**config.mk**
```make
export PLATFORM = sky130hd
export DESIGN_NAME = audio_sample_buffer
export DESIGN_NICKNAME = d
export VERILOG_FILES = /design/src/rtl/abuf_pkg.sv /design/src/rtl/abuf_datapath.sv /design/src/rtl/abuf_ctrl.sv /design/src/rtl/audio_sample_buffer.sv
export SDC_FILE = /design/constraint.sdc
export NUM_CORES = 1
export LEC_CHECK = 0
export CORE_UTILIZATION = 40
export CTS_CLUSTER_SIZE = 10
export DETAILED_ROUTE_END_ITERATION = 6
export HOLD_SLACK_MARGIN = 0.06
export SLEW_MARGIN = 10
export SYNTH_ARGS = -nofsm -noshare
export SYNTH_HDL_FRONTEND = slang
export SYNTH_SLANG_ARGS = --single-unit
```
**constraint.sdc**
```tcl
create_clock -name clk -period 2.6 [get_ports clk]
set_input_delay 0.26 -clock clk [delete_from_list [all_inputs] [get_ports clk]]
set_output_delay 0.26 -clock clk [all_outputs]
set_load 0.05 [all_outputs]
```
**src/rtl/abuf_pkg.sv**
```systemverilog
package abuf_pkg;
  localparam int REGW = 8;
  localparam logic [1:0] ADDR_DATA   = 2'd0;
  localparam logic [1:0] ADDR_STATUS = 2'd1;
  localparam logic [1:0] ADDR_CLKDIV = 2'd2;
  localparam logic [1:0] ADDR_CTRL   = 2'd3;

  typedef struct packed {
    logic push;
    logic pop;
    logic tick;
    logic flush;
  } abufStrobes_t;
endpackage

```
**src/rtl/abuf_datapath.sv**
```systemverilog
module abuf_datapath
  import abuf_pkg::*;
#(
  parameter int DEPTH = 8,
  parameter int WIDTH = 8,
  localparam int CW = $clog2(DEPTH + 1),
  localparam int PW = (DEPTH > 1) ? $clog2(DEPTH) : 1
) (
  input  logic             clk,
  input  logic             rstN,
  input  abufStrobes_t     strobes,
  input  logic [WIDTH-1:0] pushData,
  output logic [CW-1:0]    count,
  output logic [WIDTH-1:0] sampleOut,
  output logic             sampleStrobe
);
  logic [WIDTH-1:0] mem [DEPTH];
  logic [PW-1:0] wrPtr, rdPtr;

  function automatic logic [PW-1:0] nextPtr(input logic [PW-1:0] p);
    return (p == PW'(DEPTH - 1)) ? '0 : p + 1'b1;
  endfunction

  always_ff @(posedge clk) begin
    if (strobes.push) mem[wrPtr] <= pushData;
  end

  always_ff @(posedge clk or negedge rstN) begin
    if (!rstN) begin
      wrPtr <= '0;
      rdPtr <= '0;
      count <= '0;
    end else if (strobes.flush) begin
      wrPtr <= '0;
      rdPtr <= '0;
      count <= '0;
    end else begin
      if (strobes.push) wrPtr <= nextPtr(wrPtr);
      if (strobes.pop)  rdPtr <= nextPtr(rdPtr);
      case ({strobes.push, strobes.pop})
        2'b10:   count <= count + 1'b1;
        2'b01:   count <= count - 1'b1;
        default: count <= count;
      endcase
    end
  end

  always_ff @(posedge clk or negedge rstN) begin
    if (!rstN) begin
      sampleOut    <= '0;
      sampleStrobe <= 1'b0;
    end else begin
      sampleStrobe <= strobes.tick;
      if (strobes.pop) sampleOut <= mem[rdPtr];
    end
  end
endmodule

```
**src/rtl/abuf_ctrl.sv**
```systemverilog
module abuf_ctrl
  import abuf_pkg::*;
#(
  parameter int DEPTH = 8,
  parameter int DIVW  = 5,
  localparam int CW   = $clog2(DEPTH + 1),
  localparam int HALF = DEPTH / 2
) (
  input  logic            clk,
  input  logic            rstN,
  input  logic            wrEn,
  input  logic [1:0]      wrAddr,
  input  logic [REGW-1:0] wrData,
  input  logic [1:0]      rdAddr,
  input  logic [CW-1:0]   count,
  input  logic            globalIntEn,
  output abufStrobes_t    strobes,
  output logic [REGW-1:0] rdData,
  output logic            irq,
  output logic            srcEn,
  output logic            busy,
  output logic            reqFlag,
  output logic            udrnFlag
);
  logic [DIVW-1:0] divVal, divCnt;
  logic [REGW-1:0] lastSample;
  logic reqMask, udrnMask;
  logic empty, tick, push, pop, fallsToHalf, runsDry;

  assign busy  = (count == CW'(DEPTH));
  assign empty = (count == '0);
  assign tick  = srcEn && (divCnt == divVal);
  assign push  = wrEn && (wrAddr == ADDR_DATA) && srcEn && !busy;
  assign pop   = tick && !empty;

  assign strobes = '{push: push, pop: pop, tick: tick, flush: !srcEn};

  assign fallsToHalf = pop && (count == CW'(HALF + 1));
  assign runsDry     = (pop && (count == CW'(1))) || (tick && empty);

  always_ff @(posedge clk or negedge rstN) begin
    if (!rstN) begin
      divVal     <= '0;
      srcEn      <= 1'b0;
      reqMask    <= 1'b0;
      udrnMask   <= 1'b0;
      lastSample <= '1;
    end else begin
      if (push) lastSample <= wrData;
      if (wrEn && wrAddr == ADDR_CLKDIV) divVal <= wrData[DIVW-1:0];
      if (wrEn && wrAddr == ADDR_CTRL) begin
        srcEn    <= wrData[0];
        reqMask  <= wrData[1];
        udrnMask <= wrData[2];
      end
    end
  end

  always_ff @(posedge clk or negedge rstN) begin
    if (!rstN)       divCnt <= '0;
    else if (!srcEn) divCnt <= '0;
    else if (tick)   divCnt <= '0;
    else             divCnt <= divCnt + 1'b1;
  end

  always_ff @(posedge clk or negedge rstN) begin
    if (!rstN) begin
      reqFlag  <= 1'b1;
      udrnFlag <= 1'b1;
    end else if (push) begin
      reqFlag  <= 1'b0;
      udrnFlag <= 1'b0;
    end else begin
      if (fallsToHalf) reqFlag  <= 1'b1;
      if (runsDry)     udrnFlag <= 1'b1;
    end
  end

  always_comb begin
    unique case (rdAddr)
      ADDR_DATA:   rdData = lastSample;
      ADDR_STATUS: rdData = {reqFlag, udrnFlag, busy, 5'b0};
      ADDR_CLKDIV: rdData = REGW'(divVal);
      default:     rdData = {5'b0, udrnMask, reqMask, srcEn};
    endcase
  end

  assign irq = globalIntEn && ((reqFlag && !reqMask) || (udrnFlag && !udrnMask));
endmodule

```
**src/rtl/audio_sample_buffer.sv**
```systemverilog
module audio_sample_buffer
  import abuf_pkg::*;
#(
  parameter int DEPTH = 8,
  parameter int DIVW  = 5,
  localparam int CW   = $clog2(DEPTH + 1)
) (
  input  logic       clk,
  input  logic       rstN,
  input  logic       wrEn,
  input  logic [1:0] wrAddr,
  input  logic [7:0] wrData,
  input  logic [1:0] rdAddr,
  output logic [7:0] rdData,
  input  logic       globalIntEn,
  output logic       irq,
  output logic [7:0] sampleOut,
  output logic       sampleStrobe
);
  abufStrobes_t strobes;
  logic [CW-1:0] count;
  logic srcEn, busy, reqFlag, udrnFlag;

  abuf_ctrl #(.DEPTH(DEPTH), .DIVW(DIVW)) u_ctrl (
    .clk(clk), .rstN(rstN), .wrEn(wrEn), .wrAddr(wrAddr), .wrData(wrData),
    .rdAddr(rdAddr), .count(count), .globalIntEn(globalIntEn),
    .strobes(strobes), .rdData(rdData), .irq(irq), .srcEn(srcEn),
    .busy(busy), .reqFlag(reqFlag), .udrnFlag(udrnFlag)
  );

  abuf_datapath #(.DEPTH(DEPTH), .WIDTH(REGW)) u_dp (
    .clk(clk), .rstN(rstN), .strobes(strobes), .pushData(wrData),
    .count(count), .sampleOut(sampleOut), .sampleStrobe(sampleStrobe)
  );
endmodule

```
* After elaboration in Yosys (flattened, before gate mapping)
Memories as Yosys holds them, arrays and structs flattened. A register that Yosys moved wholly into a read port is not among the register bits. Index checks and enable logic that the tools add are counted.
Word-level totals: flip-flop bits (word level) 34, bits in writable memories 64, bits of input ports 16, output and inout port bits 18, logic and storage cells 75, memories 1
Memory list:
- u_dp.mem | depth 8, bits a word 8, rd ports 1, clocked after Yosys merged registers in 1, wr ports 1, RTL line abuf_datapath.sv:17 | logic [WIDTH-1:0] mem [DEPTH];
Operators by class: add/sub/neg operators 5, eq/ne operators 15, muxes and demuxes 17, reductions and logical operators 25
Operator list (number):
- 8-bit one-hot mux with 3 select lines | 1
- 3-bit two-way mux | 6
- 1-bit logical AND | 13
- 5-bit two-way mux | 2
- 2-bit == test (second input constant) | 4
- 4-bit one-hot mux with 2 select lines | 1
- 3-bit by 1-bit adder with 3-bit output (second input constant) | 2
- 3-bit == test (second input constant) | 2
- 1-bit two-way mux | 6
- 5-bit by 1-bit adder with 5-bit output (second input constant) | 1
- 5-bit == test | 1
- 1-bit zero test | 5
- 4-bit by 1-bit adder with 4-bit output (second input constant) | 1
- 2-bit by 1-bit == test with 1-bit output (second input constant) | 2
- 4-bit by 1-bit == test with 1-bit output (second input constant) | 1
- 4-bit by 3-bit == test with 1-bit output (second input constant) | 1
- 4-bit == test (second input constant) | 1
- 2-bit zero test | 2
- 4-bit zero test | 1
- 4-bit two-way mux | 1
- 2-bit != test (second input constant) | 2
- 2-bit nonzero test | 2
- 4-bit by 1-bit subtractor with 4-bit output (second input constant) | 1
- 3-bit by 1-bit != test with 1-bit output (second input constant) | 1
- 1-bit logical OR | 2

* Longest topological paths before layout
depth in word-level cells 7, mapped depth 9, gate-level depth less buffers 7

* By module
Synthesis repeated with hierarchy kept, for this count alone.
Second synthesis, totals: cells, all modules 333, area, all modules 4773.3 um^2
By module, submodules not included:
- abuf_datapath | instances 1, cells each 231, area each 3532.1 um^2, seq. area each 2397.3 um^2
- abuf_ctrl | instances 1, cells each 102, area each 1241.2 um^2, seq. area each 588.1 um^2

* Worst setup path before layout
Ideal clock, no wire load.
path type register to register, from reg u_dp.count[0], to mem u_dp.mem[0][0] (enable), library setup time 0.395 ns, arrival time 2.065 ns, data required time 2.205 ns, slack 0.140 ns, cell stages (with the launch flop) 7, path buffers 1, clock period less this slack 2.460 ns, cell sequence dfrtp_1 inv_1 ha_1 nand3b_1 nand3_1 clkbuf_1 nor4_1
Between the ends: cells in the longest elaborated chain, start to end 5
Ends and longest elaborated chain:
- from (decl) | RTL line abuf_datapath.sv:13 | output logic [CW-1:0] count,
- from (signal assigned) | RTL line abuf_datapath.sv:41 | 2'b10: count <= count + 1'b1;
- from (signal assigned) | RTL line abuf_datapath.sv:42 | 2'b01: count <= count - 1'b1;
- from (signal assigned) | RTL line abuf_datapath.sv:43 | default: count <= count;
- 4-bit == test | RTL line abuf_ctrl.sv:30 | assign busy = (count == CW'(DEPTH));
- 1-bit zero test | RTL line abuf_ctrl.sv:33 | assign push = wrEn && (wrAddr == ADDR_DATA) && srcEn && !busy;
- 1-bit logical AND | RTL line abuf_ctrl.sv:33
- 1-bit two-way mux | RTL line abuf_datapath.sv:25 | if (strobes.push) mem[wrPtr] <= pushData;
- 1-bit two-way mux (implied by the code) | RTL line abuf_datapath.sv:25
- to (decl) | RTL line abuf_datapath.sv:17
Every way passes these cells.

* Final worst setup path
from reg u_ctrl.reqFlag, to out irq
Between the ends: cells in the longest elaborated chain, start to end 3
Ends and longest elaborated chain:
- from (decl) | RTL line abuf_ctrl.sv:22 | output logic reqFlag,
- from (signal assigned) | RTL line abuf_ctrl.sv:68 | reqFlag <= 1'b1;
- from (signal assigned) | RTL line abuf_ctrl.sv:71 | reqFlag <= 1'b0;
- from (signal assigned) | RTL line abuf_ctrl.sv:74 | if (fallsToHalf) reqFlag <= 1'b1;
- 1-bit logical AND | RTL line abuf_ctrl.sv:88 | assign irq = globalIntEn && ((reqFlag && !reqMask) || (udrnFlag && !udrnMask));
- 1-bit logical OR | RTL line abuf_ctrl.sv:88
- 1-bit logical AND | RTL line abuf_ctrl.sv:88
- to (decl) | RTL line audio_sample_buffer.sv:16 | output logic irq,
Every way passes these cells.

==> out/qor.json <==
{
  "status": {
    "outcome": "complete, no violations"
  },
  "sta": {
    "final_max_slew_viol_count": 0,
    "fin_setup_tns_ns": 0,
    "worst_slew_margin_rel_pct": 36.49,
    "hold_violations": 0,
    "grt_setup_unrepaired": "no",
    "finalSetupViolCount": 0,
    "fin_hold_ws_ns": 0.06262,
    "layout_min_cycle_time_ns": 2.288,
    "post-route-period-util_pct": 87.98,
    "post-route-worst-setup-slack_ns": 0.3124,
    "worstMarginPinSlew_ns": 0.9527,
    "finClkSkew_ns": 0.009065,
    "fmax_ghz": 0.4371
  },
  "cts": {
    "clock_insertion_delay_at_the_later_pin_of_the_skew_report_ns": 0.34,
    "clock-root-buffer": "sky130_fd_sc_hd__clkbuf_16",
    "tritoncts_num_sinks": 106,
    "post_cts.resized_instances": 0,
    "tritoncts.num_buffers": 9,
    "ctsHoldBuffers": 0,
    "cts_tree": "yes",
    "post-cts-setup-buffer-count": 0,
    "clk_pin_slew_worst_paths_ns": 0.07,
    "cts.htree.levels": 3,
    "cts.path.max_buffers": 2
  },
  "layout": {
    "layout.cells.most_common_list": "sky130_fd_sc_hd__edfxtp_1 (64), sky130_fd_sc_hd__nand2_1 (32), sky130_fd_sc_hd__dfrtp_1 (32)",
    "postLayoutCoreUtil_pct": 49.77,
    "share_of_final_layout_standard_cells_stronger_than_drive_strength_1_pct": 23.29,
    "area_growth_syn_to_layout_pct": 19.60,
    "layout.cells.most_common": "sky130_fd_sc_hd__edfxtp_1",
    "total_non_filler_cell_area_in_the_finished_layout_um2": 5466,
    "fin_cells": 505,
    "final_nets": 384,
    "antenna-diode-count": 0
  },
  "power_and_ir_drop": {
    "cellPowerDensity_nw_per_um2": 801.2,
    "maximum_vdd_drop_uv": 401.0,
    "totalPowerFinal_mw": 4.380,
    "cellLeakagePower_nw": 2.067
  },
  "placed_design": {
    "numPlacedInstances": 489,
    "io_buffer_count": 33,
    "gp_weighted_congestion": 0.7708,
    "post_dp_cell_area_um2": 5129,
    "place_hpwl_um": 6145,
    "pre_cts_ws_ns": 0.4043
  },
  "grt": {
    "vias_in_the_first_global_route": 2576,
    "grt_util_all_layers_pct": 17.07,
    "number_of_antenna_violations_at_the_first_check_in_global_routing": 0,
    "grt_max_degree": 43,
    "total_global_routing_overflow": 0,
    "grt_first_pass_wirelength_um": 14430
  },
  "detailed_routing": {
    "wl_um": 8946,
    "drt_pass1_iterations": 4,
    "route.detailed.wl_per_inst_um": 17.71,
    "detail_route.iter0.violations": 190,
    "dr_total_vias": 2626,
    "post-route-drc-count": 0,
    "number_of_nets_with_antenna_violations_after_routing": 0,
    "vias_per_cell": 5.200
  },
  "logic_synthesis": {
    "ys_types": 43,
    "async_flop_share_pct": 39.62,
    "mappedNetlistNets": 338,
    "synth-main-ff-cell": "sky130_fd_sc_hd__edfxtp_1",
    "synth_area_per_cell_um2": 14.56,
    "mappedNetlistArea_um2": 4571,
    "synth.ff_latch_count": 106,
    "synth_enable_flop_cells": 64,
    "syn_inst": 314,
    "synth-seq-area-share_pct": 65.32,
    "synth.yosys.warnings": 0
  },
  "critical_path": {
    "crit_required_ns": 2.34,
    "critical_path.startpoint_type": "register",
    "critical_path.endpoint_type": "primary output",
    "cp.arrival_ns": 2.03,
    "critPathKind": "reg -> out",
    "worst_path_max_fanout": 2
  },
  "die": {
    "i_o_pin_count": 34,
    "core.rowCount": 38,
    "floorplan.die.width_um": 108.9,
    "die-height_um": 108.9,
    "die-area_um2": 11860,
    "fp.coreArea_um2": 10980,
    "initial_core_util_pct": 41.62
  },
  "worst_hold_path": {
    "hp-class": "in -> async"
  },
  "job": {
    "max-cap-violations": 0
  }
}
==> routing by layer <==
| layer | global-route usage [%] | share of wire (%) | vias up |
|---|---|---|---|
| met1 | 24.39 | 49 | 1325 |
| li1 | - | - | 1254 |
| met4 | 5.792 | 1.1 | 0 |
| met2 | 26.10 | 48 | 40 |
| met3 | 3.228 | 2.6 | 7 |
| met5 | 0 | 0 | - |
==> cells by family (layout without fill, tap and decap cells) <==
group | count (synthesis) | count (layout) | synth area share, %
AOI/OAI and AO/OA | 27 | 27 | 3.586
xor gates and xnor gates | 10 | 10 | 1.916
adders and majority gates | 8 | 8 | 2.190
buffers and inverters | 21 | 72 | 2.327
DFF | 106 | 106 | 65.32
muxes | 45 | 45 | 14.51
and+or+nand+nor | 97 | 97 | 10.16
==> area by class of cell <==
class / count / area [µm²]
Timing Repair Buffer: 49 / 450.4
Clock buffer: 9 / 225.2
Fill cell: 928 / 5517
Tap cell: 140 / 175.2
Multi-Input combinational cell: 187 / 1491
Inverter: 7 / 26.28
Sequential cell: 106 / 2985
Clock inverter: 7 / 112.6
==> Yosys cell counts (all sizes together), types with 7 or more instances <==
master	count	area (µm²)
mux2	10	112.6
mux4	16	360.4
nand3	12	60.06
dfrtp	32	800.8
edfxtp	64	1922
nor2	31	135.1
mux2i	19	190.2
nand2	32	120.1
dfstp	10	262.8
buf	10	65.06
a21oi	13	65.06
ha	8	100.1
inv	7	26.27
==> report_power, final <==
part / switching [mW] / internal (mW)
sequential: 0.101 / 1.97
combinational: 0.523 / 0.305
clock: 0.618 / 0.864
==> final timing paths <==
kind / to / start / cells after the start / slack, ns
hold / removal: u_ctrl.divCnt[2]$_DFF_PN0_ / rstN / 1 / 0.06
setup reg to reg: u_dp.mem[3][7]$_DFFE_PP_ / u_dp.count[0]$_DFFE_PN0P_ / 8 / 0.49
max in group asynchronous: u_dp.sampleOut[1]$_DFFE_PN0P_ / rstN / 1 / 1.94
hold reg to reg: u_ctrl.lastSample[5]$_DFFE_PN1P_ / u_ctrl.lastSample[5]$_DFFE_PN1P_ / 2 / 0.46
setup / recovery: irq / u_ctrl.reqFlag$_DFFE_PN1P_ / 4 / 0.31
min in group clk: u_ctrl.lastSample[5]$_DFFE_PN1P_ / u_ctrl.lastSample[5]$_DFFE_PN1P_ / 2 / 0.46
==> critical path, cell delays in order, from the launching register on <==
cell                              delay (ns)
sky130_fd_sc_hd__dfstp_2                0.53
sky130_fd_sc_hd__inv_1                  0.05
sky130_fd_sc_hd__o22ai_1                0.17
sky130_fd_sc_hd__and2_1                 0.15
sky130_fd_sc_hd__clkdlybuf4s50_1        0.79
==> registers in the layout (all words and copies together), names as in the netlist <==
signal	count
u_dp.count	4
u_dp.rdPtr	3
u_ctrl.udrnFlag	1
u_ctrl.udrnMask	1
u_ctrl.reqFlag	1
u_ctrl.divVal	5
u_ctrl.srcEn	1
u_ctrl.lastSample	8
u_dp.sampleStrobe	1
u_ctrl.reqMask	1
u_dp.mem	64
u_dp.sampleOut	8
u_dp.wrPtr	3
u_ctrl.divCnt	5
Power figures use the tool's default switching activity.
